`src/rtl/db_queue_pkg.sv`:
```
package db_queue_pkg;
  typedef enum logic [1:0] {
    REG_CTRL = 2'd0,
    REG_STAT = 2'd1,
    REG_RPTR = 2'd2,
    REG_WPTR = 2'd3
  } reg_sel_e;

  localparam int unsigned CT_STEP  = 0;
  localparam int unsigned CT_IE    = 1;
  localparam int unsigned ST_PEND  = 0;
  localparam int unsigned ST_EMPTY = 1;
  localparam int unsigned ST_OVF   = 2;
  localparam int unsigned ENTRY_SHIFT = 3;  // 8-byte entries
endpackage

```
`src/rtl/db_ring_ptr.sv`:
```
module db_ring_ptr #(
  parameter int unsigned ADDR_W     = 32,
  parameter int unsigned OFS_W      = 3,
  parameter int unsigned QUEUE_LOG2 = 4
) (
  input  logic              clk_i,
  input  logic              rst_ni,
  input  logic              wr_i,
  input  logic [ADDR_W-1:OFS_W] wdata_i,
  input  logic              inc_i,
  output logic [ADDR_W-1:0] ptr_o,
  output logic [ADDR_W-1:0] ptr_inc_o
);
  localparam int unsigned IDX_LO = OFS_W;
  localparam int unsigned IDX_HI = OFS_W + QUEUE_LOG2 - 1;

  logic [ADDR_W-1:0]     ptr_q;
  logic [QUEUE_LOG2-1:0] idx_nxt;

  assign idx_nxt = ptr_q[IDX_HI:IDX_LO] + 1'b1;

  always_comb begin
    ptr_inc_o = ptr_q;
    ptr_inc_o[IDX_HI:IDX_LO] = idx_nxt;
  end

  always_ff @(posedge clk_i or negedge rst_ni) begin
    if (!rst_ni)    ptr_q <= '0;
    else if (wr_i)  ptr_q <= {wdata_i, {OFS_W{1'b0}}};
    else if (inc_i) ptr_q <= ptr_inc_o;
  end

  assign ptr_o = ptr_q;

  p_ptr_aligned_r2: assert property (@(posedge clk_i) disable iff (!rst_ni)
    ptr_q[OFS_W-1:0] == '0);

  p_step_one_entry_r5: assert property (@(posedge clk_i) disable iff (!rst_ni)
    inc_i && !wr_i |=> ptr_q[IDX_HI:IDX_LO] == $past(ptr_q[IDX_HI:IDX_LO]) + 1'b1);

  generate
    if (IDX_HI < ADDR_W - 1) begin : g_base_chk
      p_base_kept_r5: assert property (@(posedge clk_i) disable iff (!rst_ni)
        !wr_i |=> $stable(ptr_q[ADDR_W-1:IDX_HI+1]));
    end
  endgenerate
endmodule

```
`src/rtl/db_sticky_flags.sv`:
```
module db_sticky_flags #(
  parameter int unsigned N = 2
) (
  input  logic         clk_i,
  input  logic         rst_ni,
  input  logic [N-1:0] set_i,
  input  logic [N-1:0] clr_i,
  output logic [N-1:0] flag_o
);
  for (genvar i = 0; i < N; i++) begin : g_flag
    logic flag_q;
    always_ff @(posedge clk_i or negedge rst_ni) begin
      if (!rst_ni)        flag_q <= 1'b0;
      else if (set_i[i])  flag_q <= 1'b1;  // set beats clear
      else if (clr_i[i])  flag_q <= 1'b0;
    end
    assign flag_o[i] = flag_q;

    p_flag_holds_r9: assert property (@(posedge clk_i) disable iff (!rst_ni)
      flag_q && !clr_i[i] |=> flag_q);
  end
endmodule

```
`src/rtl/doorbell_queue_ctrl.sv`:
```
module doorbell_queue_ctrl
  import db_queue_pkg::*;
#(
  parameter int unsigned QUEUE_LOG2 = 4
) (
  input  logic        clk_i,
  input  logic        rst_ni,
  input  logic        ctrl_en_i,
  input  logic        db_arrive_i,
  input  logic        reg_wr_i,
  input  logic [1:0]  reg_addr_i,
  input  logic [31:0] reg_wdata_i,
  output logic [31:0] reg_rdata_o,
  output logic        irq_o
);
  localparam int unsigned DATA_W = 32;
  localparam int unsigned NFLAG  = 2;
  localparam int unsigned F_PEND = 0;
  localparam int unsigned F_OVF  = 1;

  logic wr_ctrl, wr_stat, wr_rptr, wr_wptr;
  logic step_q, ie_q;
  logic [DATA_W-1:0] rptr, rptr_inc, wptr, wptr_inc;
  logic ring_empty, ring_full, accept, refuse;
  logic [NFLAG-1:0] flag_set, flag_clr, flags;

  assign wr_ctrl = reg_wr_i && (reg_addr_i == REG_CTRL);
  assign wr_stat = reg_wr_i && (reg_addr_i == REG_STAT);
  assign wr_rptr = reg_wr_i && (reg_addr_i == REG_RPTR);
  assign wr_wptr = reg_wr_i && (reg_addr_i == REG_WPTR);

  // One-shot step: visible for one cycle, consumed at the next edge
  always_ff @(posedge clk_i or negedge rst_ni) begin
    if (!rst_ni) begin
      step_q <= 1'b0;
      ie_q   <= 1'b0;
    end else begin
      step_q <= wr_ctrl && reg_wdata_i[CT_STEP];
      if (wr_ctrl) ie_q <= reg_wdata_i[CT_IE];
    end
  end

  db_ring_ptr #(.ADDR_W(DATA_W), .OFS_W(ENTRY_SHIFT), .QUEUE_LOG2(QUEUE_LOG2)) u_rptr (
    .clk_i     (clk_i),
    .rst_ni    (rst_ni),
    .wr_i      (wr_rptr),
    .wdata_i   (reg_wdata_i[DATA_W-1:ENTRY_SHIFT]),
    .inc_i     (step_q),
    .ptr_o     (rptr),
    .ptr_inc_o (rptr_inc)
  );

  db_ring_ptr #(.ADDR_W(DATA_W), .OFS_W(ENTRY_SHIFT), .QUEUE_LOG2(QUEUE_LOG2)) u_wptr (
    .clk_i     (clk_i),
    .rst_ni    (rst_ni),
    .wr_i      (wr_wptr),
    .wdata_i   (reg_wdata_i[DATA_W-1:ENTRY_SHIFT]),
    .inc_i     (accept),
    .ptr_o     (wptr),
    .ptr_inc_o (wptr_inc)
  );

  assign ring_empty = (wptr == rptr);
  assign ring_full  = (wptr_inc == rptr);
  assign accept     = db_arrive_i && ctrl_en_i && !ring_full;
  assign refuse     = db_arrive_i && ctrl_en_i && ring_full;

  assign flag_set[F_PEND] = ctrl_en_i && ie_q && !ring_empty;
  assign flag_set[F_OVF]  = refuse;
  assign flag_clr[F_PEND] = wr_stat && reg_wdata_i[ST_PEND];
  assign flag_clr[F_OVF]  = wr_stat && reg_wdata_i[ST_OVF];

  db_sticky_flags #(.N(NFLAG)) u_flags (
    .clk_i  (clk_i),
    .rst_ni (rst_ni),
    .set_i  (flag_set),
    .clr_i  (flag_clr),
    .flag_o (flags)
  );

  always_comb begin
    reg_rdata_o = '0;
    unique case (reg_sel_e'(reg_addr_i))
      REG_CTRL: begin
        reg_rdata_o[CT_STEP] = step_q;
        reg_rdata_o[CT_IE]   = ie_q;
      end
      REG_STAT: begin
        reg_rdata_o[ST_PEND]  = flags[F_PEND];
        reg_rdata_o[ST_EMPTY] = ring_empty || !ctrl_en_i;
        reg_rdata_o[ST_OVF]   = flags[F_OVF];
      end
      REG_RPTR: reg_rdata_o = rptr;
      REG_WPTR: reg_rdata_o = wptr;
      default:  reg_rdata_o = '0;
    endcase
  end

  assign irq_o = flags[F_PEND] && ie_q && ctrl_en_i;

  p_step_self_clear_r3: assert property (@(posedge clk_i) disable iff (!rst_ni)
    step_q && !(wr_ctrl && reg_wdata_i[CT_STEP]) |=> !step_q);

  p_refused_no_move_r7: assert property (@(posedge clk_i) disable iff (!rst_ni)
    refuse && !wr_wptr |=> $stable(wptr));

  p_refuse_sets_ovf_r7: assert property (@(posedge clk_i) disable iff (!rst_ni)
    refuse |=> flags[F_OVF]);

  p_pending_set_r9: assert property (@(posedge clk_i) disable iff (!rst_ni)
    ctrl_en_i && ie_q && !ring_empty |=> flags[F_PEND]);

  p_disabled_wptr_hold_r11: assert property (@(posedge clk_i) disable iff (!rst_ni)
    !ctrl_en_i && !wr_wptr |=> $stable(wptr));

  p_write_beats_step_r12: assert property (@(posedge clk_i) disable iff (!rst_ni)
    wr_rptr |=> rptr[DATA_W-1:ENTRY_SHIFT] == $past(reg_wdata_i[DATA_W-1:ENTRY_SHIFT]));
endmodule

```
`config.mk`:
```
export PLATFORM = sky130hd
export DESIGN_NAME = doorbell_queue_ctrl
export DESIGN_NICKNAME = d
export VERILOG_FILES = /design/src/rtl/db_queue_pkg.sv /design/src/rtl/db_ring_ptr.sv /design/src/rtl/db_sticky_flags.sv /design/src/rtl/doorbell_queue_ctrl.sv
export SDC_FILE = /design/constraint.sdc
export NUM_CORES = 1
export LEC_CHECK = 0
export BUFFER_PORTS_ARGS = -buffer_cell sky130_fd_sc_hd__buf_2
export CORE_MARGIN = 1.5
export CORE_UTILIZATION = 55
export CTS_CLUSTER_DIAMETER = 50
export CTS_CLUSTER_SIZE = 25
export DETAILED_ROUTE_END_ITERATION = 6
export GPL_TIMING_DRIVEN = 0
export PLACE_DENSITY = 0.87
export SYNTH_ARGS = -nofsm -noshare
export SYNTH_HDL_FRONTEND = slang
export SYNTH_SLANG_ARGS = --single-unit
```
`constraint.sdc`:
```
create_clock -name clk_i -period 2.28 [get_ports clk_i]
set_input_delay 0.342 -clock clk_i [delete_from_list [all_inputs] [get_ports clk_i]]
set_output_delay 0.342 -clock clk_i [all_outputs]
set_load 0.02 [all_outputs]
```
==> results.py, run 1 <==
metrics = {
    "setup_path": {
        "worst-path-buf-inv": 1,
        "worst-endpoint-arrival_ps": 2160,
        "worst-r2r-cell-count": 7,
        "cp.depth": 7,
        "crit_path_max_fanout": 2,
        "crit-reg2reg-launch": "u_rptr.ptr_o[23]",
        "path_class": "flip-flop to primary output",
        "critPathRequiredTime_ps": 1940,
        "worst_path_dominant_cell_family": "simple AND/OR/NAND/NOR gates",
        "crit_chain": "xor2_1, nor4_2, nand4_1, nor2_1, nand2_1, a311oi_2, buf_4",
        "max_stage_delay_ps": 390,
        "crit_start": "u_rptr.ptr_o[23]",
        "slowest_stage": "dfrtp_1",
        "crit_path_start_kind": "flip-flop",
        "endpoint_kind": "primary output",
    },
    "synth": {
        "synth_top_cell_area_share_pct": 46.0,
        "synth_top_area_cell": "dfrtp_1",
        "synth.net_count": 376,
        "synthAdderAreaFrac_pct": 0.742,
        "yosysMostFrequentCell": "nand2_1",
        "synth_edf_count": 0,
        "synthTopCellsByCount": "nand2_1 (78), dfrtp_1 (62), xor2_1 (34)",
        "synthFlopType": "dfrtp_1",
        "synthMuxAreaShare_pct": 17.9,
        "netlist_instances": 335,
        "synth-async-reset-ratio_pct": 100,
        "ys_seq_area_share_pct": 46.0,
        "synth-compound-area-share_pct": 3.00,
        "avgSynthCellArea_um2": 10.1,
        "synth_cell_type_count": 36,
        "synth_area_leaders": "dfrtp_1 (46%), mux2i_1 (9.2%), xor2_1 (8.8%)",
        "synth_area_um2": 3370,
        "yosys.area_share.simple_pct": 20.8,
        "synth_seq_cells": 62,
        "yosysWarnings": 0,
        "synth_top_family_by_area": "simple AND/OR/NAND/NOR gates",
        "yosys.area_share.xor_xnor_pct": 9.61,
    },
    "grt": {
        "grt.overflow.total": 0,
        "grt_max_degree": 63,
        "antenna_found_initial": 0,
        "grt_pass1_vias": 2630,
        "grt_pass1_wl_um": 12500,
        "track_usage_pct": 25.9,
    },
    "run": {
        "maxCapViolCount": 0,
    },
    "floorplan": {
        "coreArea_um2": 5920,
        "ioPinCount": 72,
        "die-width_um": 81.3,
        "initial_core_util_pct": 57.0,
        "dieArea_um2": 6610,
        "num_rows": 28,
        "die_h_um": 81.3,
    },
    "clock_tree": {
        "cts_hold_buf": 0,
        "cts_tree": "done",
        "cts_buffers": 9,
        "clockRootBuffer": "clkbuf_8",
        "h-tree-depth": 3,
        "clkSlewWorstSetupHoldPaths_ps": 60,
        "clockBufferDepth": 2,
        "numClockSinks": 62,
        "clk_latency_ps": 350,
    },
    "power": {
        "power.total_w": 0.00350,
        "total_leakage_power_nw": 2.04,
        "ir_drop_mv": 0.550,
        "powerDensity_nw_per_um2": 859,
    },
    "final_layout": {
        "final-instance-count-excl-fill": 500,
        "antennaDiodeCount": 0,
        "final_nets": 462,
        "drive_above_1_share_pct": 29.6,
        "finish.instance_area_um2": 4070,
        "area_growth_pct": 20.8,
    },
    "drt": {
        "drtIter0Drc": 153,
        "drt_wl_total_um": 8150,
        "ant_nets": 0,
        "routed_via_density": 5.38,
        "dr.pass1.iters": 4,
        "drcViolationCount": 0,
        "wl_per_cell_um": 16.3,
        "via_count": 2692,
    },
    "placement": {
        "postPlaceCellArea_um2": 3820,
        "dp.cells": 481,
        "gp_congestion": 0.872,
        "port_buffers": 71,
        "dp_slack_ps": -81.1,
        "hpwl_um": 5620,
    },
    "sta": {
        "slew_headroom_pct": 48.5,
        "hold_viol_final": 0,
        "setup_viol": 1,
        "drv_slew": 0,
        "period_share_pct": 110,
        "clock_skew_ps": 5.72,
        "max_freq_ghz": 0.399,
        "fin_ws_ps": -227,
        "worstMarginPinSlew_ps": 773,
        "rsz0062_at_grt": "true",
        "fin_setup_tns_ps": -227,
        "period_minus_slack_ps": 2510,
    },
    "min_path": {
        "hp-class": "primary input to asynchronous set/reset pin",
    },
    "run_status": {
        "violations": "setup timing",
        "status": "finished with violations",
    },
}
sequential cells by signal, indices dropped and copies added (netlist names):
register               count
ie_q                       1
step_q                     1
u_flags.g_flag.flag_q      2
u_rptr.ptr_o              29
u_wptr.ptr_o              29
metal layers:
metal / part of all wire [%] / GRT usage, % / wire length [um] / vias up
met4: 1.7 / 12.1 / 140 / 0
li1: - / - / - / 1301
met3: 7.3 / 5.17 / 592 / 13
met2: 49 / 41.2 / 4020 / 91
met5: 0 / 0 / 0 / -
met1: 42 / 33.9 / 3400 / 1287
power by group:
group	switching (W)	leakage (nW)	internal (W)	total, W
registers	0.000229	0.746	0.00131	0.00154
clock network	0.000418	0.102	0.000520	0.000938
logic	0.000549	1.19	0.000470	0.00102
what timing repair did:
item | 4_1_cts | 5_1_grt
resized for setup | 1 | 5
pin swaps | 4 | 5
buffers inserted | 3 | 2
endpoints found under the setup margin | 1 | 9
placed cells by master, fill, tap and decap left out, drive strengths merged:
cell type and instances:
o311ai 1, ha 2, or3 1, and3b 1, a21oi 6, nand3 3, clkinv 4, nand4b 2
clkbuf 23, nor2 12, nor3b 1, a211oi 1, a311oi 1, nor2b 29, nor3 2, nand3b 1
and3 2, o31ai 2, mux2i 31, dfrtp 62, nor4 7, nand4 3, or4 1, xnor2 3
a31oi 1, and2 1, mux2 26, buf 79, nor4bb 1, o21ai 1, bufinv 1, xor2 34
nand2 78, a32o 1, a22o 1
kinds of logic (layout without fill, tap and decap cells):
| kind of cell | Yosys count | count (layout) |
|---|---|---|
| xor gates and xnor gates | 37 | 37 |
| adders and majority gates | 2 | 2 |
| DFF | 62 | 62 |
| muxes | 57 | 57 |
| and+or+nand+nor | 145 | 145 |
| buffers and inverters | 17 | 107 |
| AOI/OAI and AO/OA | 15 | 15 |
cell type report:
class | instances | area [um^2]
Timing Repair Buffer | 76 | 398
Multi-Input combinational cell | 256 | 1780
Tap cell | 75 | 93.8
Clock inverter | 5 | 50.0
Sequential cell | 62 | 1550
Buffer | 16 | 62.6
Clock buffer | 10 | 138
Fill cell | 451 | 1850
worst paths after layout:
kind | to | slack (ps)
max in group asynchronous | u_wptr.ptr_o[19] | 1700
min reg2reg | u_flags.g_flag[1].flag_q | 510
min | u_wptr.ptr_o[26] | 70
max | reg_rdata_o[1] | -230
max reg2reg | u_wptr.ptr_o[5] | 200
min in group clk_i | u_wptr.ptr_o[17] | 200
per-stage QoR:
| stage | hold slack [ps] | util, % |
|---|---|---|
| after detailed placement | 496 | 64.6 |
| after global routing | 138 | 68.8 |
| after floorplan | 46.4 | - |
| final | 70.4 | 68.8 |
| after global placement | 478 | 64.6 |
| after CTS | 186 | 68.2 |
Power figures use the tool's default switching activity.
==> run 2, diff against run 1 <==
--- a/config.mk
+++ b/config.mk
@@ -14,4 +14,5 @@
 export GPL_TIMING_DRIVEN = 0
 export PLACE_DENSITY = 0.87
+export SLEW_MARGIN = 20
 export SYNTH_ARGS = -nofsm -noshare
 export SYNTH_HDL_FRONTEND = slang
==> constraint.sdc (replaced) <==
create_clock -name clk_i -period 2.28 [get_ports clk_i]
set_input_delay 0.456 -clock clk_i [delete_from_list [all_inputs] [get_ports clk_i]]
set_output_delay 0.456 -clock clk_i [all_outputs]
set_load 0.02 [all_outputs]
==> results.py, run 2 (synthesis results as in run 1) <==
metrics = {
    "final_layout": {
        "area_growth_pct": 20.8,
        "drive_above_1_share_pct": 29.6,
        "layout_common_cells": "nand2_1 (78), buf_2 (71), dfrtp_1 (62)",
        "final_common_cell": "nand2_1",
        "final_nets": 462,
        "antennaDiodeCount": 0,
        "final_core_util_pct": 68.8,
        "finish.instance_area_um2": 4070,
        "nFillCells": 450,
    },
    "setup_path": {
        "worst_path_dominant_cell_family": "simple AND/OR/NAND/NOR gates",
        "worst-path-buf-inv": 1,
        "crit_start": "u_rptr.ptr_o[23]",
        "path_class": "flip-flop to primary output",
        "crit_chain": "xor2_1, nor4_2, nand4_1, nor2_1, nand2_1, a311oi_2, buf_4",
        "max_stage_delay_ps": 390,
        "crit_path_max_fanout": 2,
        "crit-reg2reg-launch": "u_rptr.ptr_o[23]",
        "cp.depth": 7,
        "critPathRequiredTime_ps": 1820,
        "endpoint_kind": "primary output",
        "worst-r2r-cell-count": 7,
        "slowest_stage": "dfrtp_1",
        "worst-endpoint-arrival_ps": 2170,
        "crit_path_start_kind": "flip-flop",
    },
    "sta": {
        "setup_viol": 1,
        "clock_skew_ps": 7.26,
        "drv_slew": 0,
        "period_minus_slack_ps": 2630,
        "slew_headroom_pct": 48.5,
        "period_share_pct": 115,
        "rsz0062_at_grt": "true",
        "max_freq_ghz": 0.381,
        "worstMarginPinSlew_ps": 772,
        "fin_ws_ps": -346,
        "hold_viol_final": 0,
    },
    "grt": {
        "grt.overflow.total": 0,
        "track_usage_pct": 25.9,
        "antenna_found_initial": 0,
        "grt_pass1_wl_um": 12500,
        "grt_max_degree": 63,
        "grt_pass1_vias": 2624,
    },
    "placement": {
        "postPlaceCellArea_um2": 3820,
        "hpwl_um": 5620,
        "gp_congestion": 0.872,
        "port_buffers": 71,
    },
    "clock_tree": {
        "clockRootBuffer": "clkbuf_8",
        "clockBufferDepth": 2,
        "cts_buffers": 9,
        "clk_latency_ps": 350,
        "numClockSinks": 62,
        "clkSlewWorstSetupHoldPaths_ps": 70,
        "cts_hold_buf": 0,
        "h-tree-depth": 3,
        "cts_tree": "done",
    },
    "floorplan": {
        "ioPinCount": 72,
        "dieArea_um2": 6610,
        "die-width_um": 81.3,
        "die_h_um": 81.3,
        "num_rows": 28,
        "coreArea_um2": 5920,
        "initial_core_util_pct": 57.0,
    },
    "drt": {
        "drcViolationCount": 0,
        "drtIter0Drc": 153,
        "dr.pass1.iters": 4,
        "via_count": 2712,
        "routed_via_density": 5.42,
        "drt_wl_total_um": 8110,
        "wl_per_cell_um": 16.2,
        "ant_nets": 0,
    },
    "power": {
        "total_leakage_power_nw": 2.04,
        "powerDensity_nw_per_um2": 859,
        "power.total_w": 0.00350,
        "ir_drop_mv": 0.550,
    },
    "run_status": {
        "status": "finished with violations",
        "violations": "setup timing",
    },
    "min_path": {
        "hp-class": "primary input to asynchronous set/reset pin",
    },
    "run": {
        "maxCapViolCount": 0,
    },
}
-- run 2: cell counts in the layout (fill, tap and decap cells not counted) --
Identical to the previous run, type by type.
-- run 2: final timing paths --
path / to / slack, ps
min in group clk_i: u_wptr.ptr_o[17] / 310
min: u_wptr.ptr_o[26] / 180
max in group asynchronous: u_rptr.ptr_o[25] / 1600
max: reg_rdata_o[1] / -350
max reg2reg: u_wptr.ptr_o[5] / 240
min reg2reg: u_flags.g_flag[0].flag_q / 510
-- run 2: metrics by stage --
step / hold WS (ps) / setup TNS [ps] / setup slack [ps] / cells
floorplan: 160 / 0 / 31.9 / 335
global placement: 478 / -2670 / -150 / 481
detailed placement: 496 / -2800 / -195 / 481
CTS: 210 / -372 / -372 / 498
global route: 242 / -476 / -472 / 500
finish: 181 / -346 / -346 / 500
-- run 2: layout make-up --
class	instances	area, um^2	area share [%]
multi-input combinational	256	1780	43.7
sequential	62	1550	38.1
timing repair buffer	76	398	9.77
clock buffer	10	138	3.38
tap	75	93.8	2.30
buffer	16	62.6	1.54
clock inverter	5	50.0	1.23
-- run 2: repair_timing --
action	CTS	global route
gates resized for setup	1	5
buffers inserted	3	2
setup endpoints to repair	21	2
pin swaps	4	5
-- run 2: where the power goes --
group / internal [W] / switching [W]
logic: 0.000470 / 0.000544
clock network: 0.000520 / 0.000422
registers: 0.00131 / 0.000231
-- run 2: routing by layer --
metal  GRT usage [%]  routed length [um]  vias up
met5               0                   0        -
met2            41.6                3980       88
met4            12.1                 199        0
met3            5.17                 465       15
met1            33.6                3460     1309
li1                -                   -     1300
